## src/rtl/fm_wrport_pkg.sv

```systemverilog
package fm_wrport_pkg;

  // Busy length in FM cycles for a committed register number.
  function automatic int busy_len(input logic [7:0] regn,
                                  input int len_long,
                                  input int len_mid,
                                  input int len_key);
    if (regn == 8'h28)
      return len_key;
    else if (regn >= 8'h30 && regn <= 8'h9E)
      return len_long;
    else if (regn >= 8'hA0 && regn <= 8'hB6)
      return len_mid;
    else
      return 0;
  endfunction

  function automatic int max3(input int a, input int b, input int c);
    int m;
    m = (a > b) ? a : b;
    return (m > c) ? m : c;
  endfunction

endpackage

```

## src/rtl/fm_cen_div.sv

```systemverilog
module fm_cen_div #(
  parameter int DIV = 6
) (
  input  logic clk,
  input  logic rst_n,
  output logic cen
);
  localparam int CW = (DIV > 1) ? $clog2(DIV) : 1;

  logic [CW-1:0] cnt;

  always_ff @(posedge clk) begin
    if (!rst_n)
      cnt <= '0;
    else if (cnt == CW'(DIV - 1))
      cnt <= '0;
    else
      cnt <= cnt + 1'b1;
  end

  assign cen = (cnt == CW'(DIV - 1));

  AST_CEN_SPACED: assert property (@(posedge clk) disable iff (!rst_n)
    cen |=> !cen);

endmodule

```

## src/rtl/fm_addr_latch.sv

```systemverilog
module fm_addr_latch #(
  parameter int SETUP = 12
) (
  input  logic       clk,
  input  logic       rst_n,
  input  logic       cen,
  input  logic       addr_we,
  input  logic       bank_in,
  input  logic [7:0] reg_in,
  output logic [7:0] reg_q,
  output logic       bank_q,
  output logic       settled
);
  localparam int AW = $clog2(SETUP + 1);

  logic [AW-1:0] age;

  always_ff @(posedge clk) begin
    if (!rst_n) begin
      reg_q  <= '0;
      bank_q <= 1'b0;
      age    <= AW'(SETUP);
    end else if (addr_we) begin
      reg_q  <= reg_in;
      bank_q <= bank_in;
      age    <= '0;
    end else if (cen && age != AW'(SETUP)) begin
      age <= age + 1'b1;
    end
  end

  assign settled = (age == AW'(SETUP));

  AST_ADDR_HOLD: assert property (@(posedge clk) disable iff (!rst_n)
    !addr_we |=> $stable(reg_q) && $stable(bank_q));
  AST_SETTLE_RESTART: assert property (@(posedge clk) disable iff (!rst_n)
    addr_we |=> !settled);

endmodule

```

## src/rtl/fm_commit_ctl.sv

```systemverilog
module fm_commit_ctl
  import fm_wrport_pkg::*;
#(
  parameter int COMMIT_DLY = 12,
  parameter int BUSY_LONG  = 83,
  parameter int BUSY_MID   = 47,
  parameter int BUSY_KEY   = 116
) (
  input  logic       clk,
  input  logic       rst_n,
  input  logic       cen,
  input  logic       data_we,
  input  logic       settled,
  input  logic [7:0] reg_in,
  input  logic       bank_in,
  input  logic [7:0] din,
  output logic       commit_vld,
  output logic       commit_bank,
  output logic [7:0] commit_reg,
  output logic [7:0] commit_data,
  output logic       busy,
  output logic       overrun,
  output logic       accept,
  output logic       drop_engaged
);
  localparam int BMAX = max3(BUSY_LONG, BUSY_MID, BUSY_KEY);
  localparam int BW   = $clog2(BMAX + 1);
  localparam int PW   = $clog2(COMMIT_DLY + 1);

  logic          pend;
  logic [PW-1:0] pcnt;
  logic [BW-1:0] bcnt;
  logic          engaged;
  logic          pend_last;

  assign engaged      = pend | commit_vld | busy;
  assign accept       = data_we & settled & ~engaged;
  assign drop_engaged = data_we & engaged;
  assign pend_last    = pend && (pcnt == PW'(COMMIT_DLY - 1));
  assign busy         = (bcnt != '0);

  always_ff @(posedge clk) begin
    if (!rst_n) begin
      pend        <= 1'b0;
      pcnt        <= '0;
      bcnt        <= '0;
      commit_vld  <= 1'b0;
      commit_bank <= 1'b0;
      commit_reg  <= '0;
      commit_data <= '0;
      overrun     <= 1'b0;
    end else begin
      if (cen) begin
        commit_vld <= 1'b0;
        if (bcnt != '0)
          bcnt <= bcnt - 1'b1;
        if (pend_last) begin
          pend       <= 1'b0;
          commit_vld <= 1'b1;
          bcnt       <= BW'(busy_len(commit_reg, BUSY_LONG, BUSY_MID, BUSY_KEY));
        end else if (pend) begin
          pcnt <= pcnt + 1'b1;
        end
      end
      if (accept) begin
        pend        <= 1'b1;
        pcnt        <= '0;
        commit_reg  <= reg_in;
        commit_bank <= bank_in;
        commit_data <= din;
      end
      if (drop_engaged)
        overrun <= 1'b1;
    end
  end

  AST_COMMIT_ONE_FM: assert property (@(posedge clk) disable iff (!rst_n)
    commit_vld && cen |=> !commit_vld);
  AST_COMMIT_FROM_PEND: assert property (@(posedge clk) disable iff (!rst_n)
    $rose(commit_vld) |-> $past(pend));
  AST_COMMIT_STABLE: assert property (@(posedge clk) disable iff (!rst_n)
    commit_vld && !cen |=> $stable(commit_data) && $stable(commit_reg) && $stable(commit_bank));
  AST_BUSY_WITH_COMMIT: assert property (@(posedge clk) disable iff (!rst_n)
    $rose(busy) |-> $rose(commit_vld));
  AST_OVR_STICKY: assert property (@(posedge clk) disable iff (!rst_n)
    overrun |=> overrun);
  AST_NO_COMMIT_ON_DROP: assert property (@(posedge clk) disable iff (!rst_n)
    drop_engaged && !pend |=> !$rose(commit_vld));

endmodule

```

## src/rtl/fm_wrport.sv

```systemverilog
module fm_wrport #(
  parameter int CEN_DIV    = 6,
  parameter int ADDR_SETUP = 12,
  parameter int COMMIT_DLY = 12,
  parameter int BUSY_LONG  = 83,
  parameter int BUSY_MID   = 47,
  parameter int BUSY_KEY   = 116
) (
  input  logic       clk,
  input  logic       rst_n,
  input  logic       host_wr,
  input  logic       host_rd,
  input  logic [1:0] host_a,
  input  logic [7:0] host_din,
  output logic [7:0] host_dout,
  input  logic       cfg_status_p0_only,
  input  logic       tmr_a_ovf,
  input  logic       tmr_b_ovf,
  output logic       commit_vld,
  output logic       commit_bank,
  output logic [7:0] commit_reg,
  output logic [7:0] commit_data,
  output logic       busy,
  output logic       overrun
);
  logic       cen;
  logic       addr_we;
  logic       data_we;
  logic [7:0] lat_reg;
  logic       lat_bank;
  logic       settled;
  logic       accept;
  logic       drop_engaged;
  logic       status_ok;

  assign addr_we = host_wr & ~host_a[0];
  assign data_we = host_wr &  host_a[0];

  fm_cen_div #(.DIV(CEN_DIV)) u_cen (
    .clk   (clk),
    .rst_n (rst_n),
    .cen   (cen)
  );

  fm_addr_latch #(.SETUP(ADDR_SETUP)) u_addr (
    .clk     (clk),
    .rst_n   (rst_n),
    .cen     (cen),
    .addr_we (addr_we),
    .bank_in (host_a[1]),
    .reg_in  (host_din),
    .reg_q   (lat_reg),
    .bank_q  (lat_bank),
    .settled (settled)
  );

  fm_commit_ctl #(
    .COMMIT_DLY (COMMIT_DLY),
    .BUSY_LONG  (BUSY_LONG),
    .BUSY_MID   (BUSY_MID),
    .BUSY_KEY   (BUSY_KEY)
  ) u_commit (
    .clk          (clk),
    .rst_n        (rst_n),
    .cen          (cen),
    .data_we      (data_we),
    .settled      (settled),
    .reg_in       (lat_reg),
    .bank_in      (lat_bank),
    .din          (host_din),
    .commit_vld   (commit_vld),
    .commit_bank  (commit_bank),
    .commit_reg   (commit_reg),
    .commit_data  (commit_data),
    .busy         (busy),
    .overrun      (overrun),
    .accept       (accept),
    .drop_engaged (drop_engaged)
  );

  assign status_ok = host_rd & (~cfg_status_p0_only | (host_a == 2'd0));
  assign host_dout = status_ok ? {busy, 5'b0, tmr_b_ovf, tmr_a_ovf} : 8'h00;

  AST_NO_ACCEPT_UNSETTLED: assert property (@(posedge clk) disable iff (!rst_n)
    data_we && !settled |=> !$rose(commit_vld));
  AST_NO_STROBE_AT_WRITE: assert property (@(posedge clk) disable iff (!rst_n)
    accept |=> !commit_vld && !busy);
  AST_STATUS_GATED: assert property (@(posedge clk) disable iff (!rst_n)
    host_rd && cfg_status_p0_only && host_a != 2'd0 |-> host_dout == 8'h00);

endmodule

```

## config.mk

```make
export PLATFORM = sky130hd
export DESIGN_NAME = fm_wrport
export DESIGN_NICKNAME = d
export VERILOG_FILES = /design/src/rtl/fm_wrport_pkg.sv /design/src/rtl/fm_cen_div.sv /design/src/rtl/fm_addr_latch.sv /design/src/rtl/fm_commit_ctl.sv /design/src/rtl/fm_wrport.sv
export SDC_FILE = /design/constraint.sdc
export NUM_CORES = 1
export LEC_CHECK = 0
export BUFFER_PORTS_ARGS = -buffer_cell sky130_fd_sc_hd__buf_2
export CAP_MARGIN = 0
export CORE_MARGIN = 2
export CORE_UTILIZATION = 40
export CTS_CLUSTER_DIAMETER = 200
export CTS_CLUSTER_SIZE = 14
export DETAILED_ROUTE_END_ITERATION = 10
export HOLD_SLACK_MARGIN = 0.15
export PLACE_DENSITY = 0.68
export SETUP_SLACK_MARGIN = 0.05
export SKIP_LAST_GASP = 1
export SLEW_MARGIN = 20
export SYNTH_ARGS = -nofsm -noshare
export SYNTH_HDL_FRONTEND = slang
export SYNTH_SLANG_ARGS = --single-unit
```

## constraint.sdc

```tcl
create_clock -name clk -period 3.4 [get_ports clk]
set_input_delay 0.34 -clock clk [delete_from_list [all_inputs] [get_ports clk]]
set_output_delay 0.34 -clock clk [all_outputs]
set_load 0.01 [all_outputs]
```

==> metrics.csv <==
stage,metric,value,unit
run_status,status,completed,
clock_tree,cts_setup_buffers,0,
worst_setup_path,cp_top_family,simple AND/OR/NAND/NOR gates,
clock_tree,cts_resized,0,
worst_setup_path,ff2ff_path_depth,4,
layout,seq_area,941,µm²
timing,final_hold_viol_count,0,
floorplanning,ios,45,
yosys,avgSynthCellArea,8.05,µm²
global_route,grt_first_pass_wirelength,9000,µm
global_route,met2_usage,0.304,
run,cap_viol_max_count,0,
placed_design,gp_congestion,0.793,
clock_tree,root_buffer,clkbuf_8,
worst_setup_path,start_kind,flop,
clock_tree,htreeDepth,2,
placed_design,dp_hpwl,3640,µm
floorplanning,rows,27,
floorplanning,die_area,6300,µm²
power,p_sw,0.306,mW
routing,drt-total-wl,5240,µm
power,intPower,0.765,mW
timing,max_slew_margin,0.319,
worst_setup_path,cp-end-kind,output pin,
clock_tree,cts_tree,done,
layout,antenna_cells,0,
yosys,synth_edf_count,0,
placed_design,io_buffers,39,
power,pwr-share-comb,0.133,
global_route,met3_usage,0.0432,
hold_path,whs_path_depth,3,
global_route,grt_busiest_layer,met2,
global_route,use_met1,0.225,
timing,fin_setup_tns,0,ns
worst_setup_path,path_buf_inv,2,
power,pwr-share-seq,0.546,
worst_setup_path,crit_cells,5,
power,ir_drop,0.225,mV
layout,fill_cells,562,
timing,setup_viol,0,
clock_tree,postCtsHoldBufs,0,
global_route,grt_overflow_total,0,
layout,area_growth,12.0,%
worst_setup_path,crit_path_max_fanout,6,
yosys,synth_area,2270,µm²
global_route,antenna_found_initial,0,
yosys,synth.distinct_cells,45,
yosys,ys_seq_area_frac,0.414,
yosys,yosys_warnings,0,
clock_tree,cts_sinks,47,
routing,drc,0,
routing,drt-vias-per-instance,5.45,
worst_setup_path,crit_type,reg -> out,
worst_setup_path,crit_arrival,2.01,ns
timing,fin_crit_sh,0.692,
power,finalPower,1.07,mW
yosys,synth_ff_type,dfxtp_1,
yosys,synthDominantCellAreaShare,0.414,
worst_setup_path,worstPathCellList,or4_1 > nor2_1 > inv_1 > and3_1 > buf_2,
clock_tree,insertion_delay,0.30,ns
floorplanning,initial_core_util,0.412,
power,clockPowerShare,0.322,
worst_setup_path,cpPeakStageDelay,0.65,ns
clock_tree,cts_inserted_buffers,5,
timing,tightest_slew,1.02,ns
layout,fin_nets,334,
global_route,track_usage,0.179,
global_route,grt_pass1_vias,1926,
floorplanning,die_w,79.3,µm
power,power_switching_share,0.286,
timing,max_freq,425,MHz
clock_tree,max-clock-path-buffers,2,
timing,rsz0062_at_grt,no,
layout,multiInputGateArea,1180,µm²
routing,wl_per_cell,13.7,µm
yosys,synthArstFlopShare,0,
timing,post-route-min-period,2.35,ns
clock_tree,clkTransAtPathRegs,0.09,ns
yosys,synth.area.top_cells,"dfxtp_1 41%, a21oi_1 7.9%, nand3_1 5.1%, nand2_1 4.8%, ha_1 3.9%",
routing,num_vias,2087,
yosys,synth_cells,282,
power,power_density,421,nW/µm²
hold_path,hp-class,in -> reg,
power,p_leak,1.02,nW
global_route,grt_start_max_net_pins,33,
layout,fin_cells,383,
placed_design,placed_cells,375,
timing,fin_skew,0.00999,ns
routing,ant_nets,0,
yosys,yosys.area.top_type,dfxtp_1,
yosys,ys_seq_elements,47,
routing,drt_iter0_drc,146,
routing,first_pass_iters,4,
timing,slew_violations,0,
floorplanning,core_area,5510,µm²
worst_setup_path,cp.required,3.06,ns
floorplanning,die_h,79.3,µm
worst_setup_path,crit_path_top_delay_cell,or4_1,
layout,drive_gt1_frac,0.167,
-- cells in the mapped netlist (3+ instances only) --
cell / number
nor2_1: 15
inv_1: 11
nand3_1: 23
a211oi_1: 3
clkbuf_1: 13
a31oi_1: 7
and3_1: 6
o21ai_1: 9
ha_1: 7
xor2_1: 5
o21ai_0: 17
dfxtp_1: 47
nand2_1: 29
nand4_1: 4
nor3_1: 7
a21oi_1: 36
buf_4: 5
-- layout make-up --
class / count / share of cell area
Timing Repair Buffer: 39 / 0.0767
Tap cell: 72 / 0.0354
Clock inverter: 3 / 0.00885
Multi-Input combinational cell: 206 / 0.466
Clock buffer: 5 / 0.0271
Sequential cell: 47 / 0.370
Inverter: 11 / 0.0162
-- metrics by stage --
stage | area (µm²) | utilization | worst slack [ns] | hold WS (ns)
final | 2540 | 0.462 | 1.05 | 0.272
after detailed placement | 2450 | 0.445 | 1.12 | 0.442
after global routing | 2540 | 0.462 | 0.905 | 0.268
after global placement | 2450 | 0.445 | 1.17 | 0.437
after floorplan | 2290 | - | 1.36 | 0.421
after CTS | 2540 | 0.462 | 1.03 | 0.271
-- cell usage in the layout (no fill, tap or decap), drive strengths merged, types with 3 or more instances in the layout --
master / n
nor3: 7
a31oi: 7
nand4: 4
conb: 5
dfxtp: 47
xor2: 5
ha: 7
a211oi: 3
a21oi: 36
buf: 39
clkbuf: 5
and3: 6
o21ai: 27
nand2: 29
nor2: 15
nand3: 23
inv: 12
-- per-layer routing --
layer | vias up | wire length, µm
li1 | 1050 | -
met1 | 998 | 2540
met2 | 34 | 2450
met3 | 5 | 202
met4 | 0 | 46
met5 | - | 0
-- power by group through the flow --
stage / Sequential (mW) / Clock (mW) / Combinational [mW]
floorplan: 0.595 / 0 / 0.111
global placement: 0.596 / 0 / 0.141
detailed placement: 0.597 / 0 / 0.143
CTS: 0.584 / 0.355 / 0.144
global route: 0.587 / 0.380 / 0.163
finish: 0.584 / 0.345 / 0.142
-- worst min-delay path: cells and delay by family --
kind	cells	cell delay, ns
compound gates	1	0.05
simple gates	1	0.05
buf+inv	1	0.10
-- kinds of logic after synthesis --
family	Yosys count	synth area share
DFF	47	0.414
and+or+nand+nor	101	0.230
adders and majority gates	7	0.0386
xor gates and xnor gates	7	0.0270
AOI/OAI and AO/OA	84	0.209
other	1	0.00165
buffers and inverters	33	0.0705
muxes	2	0.00882
-- path summary, 6_finish.rpt --
kind / start / to / slack [ns]
hold reg to reg: u_cen.cnt[0] / u_cen.cnt[0] / 0.46
setup reg to reg: u_commit.bcnt[3] / u_commit.commit_data[1] / 1.10
hold / removal: host_din[5] / u_addr.reg_q[5] / 0.27
setup / recovery: u_commit.bcnt[3] / host_dout[7] / 1.05
Note: power is estimated with default switching activity, not from simulation.
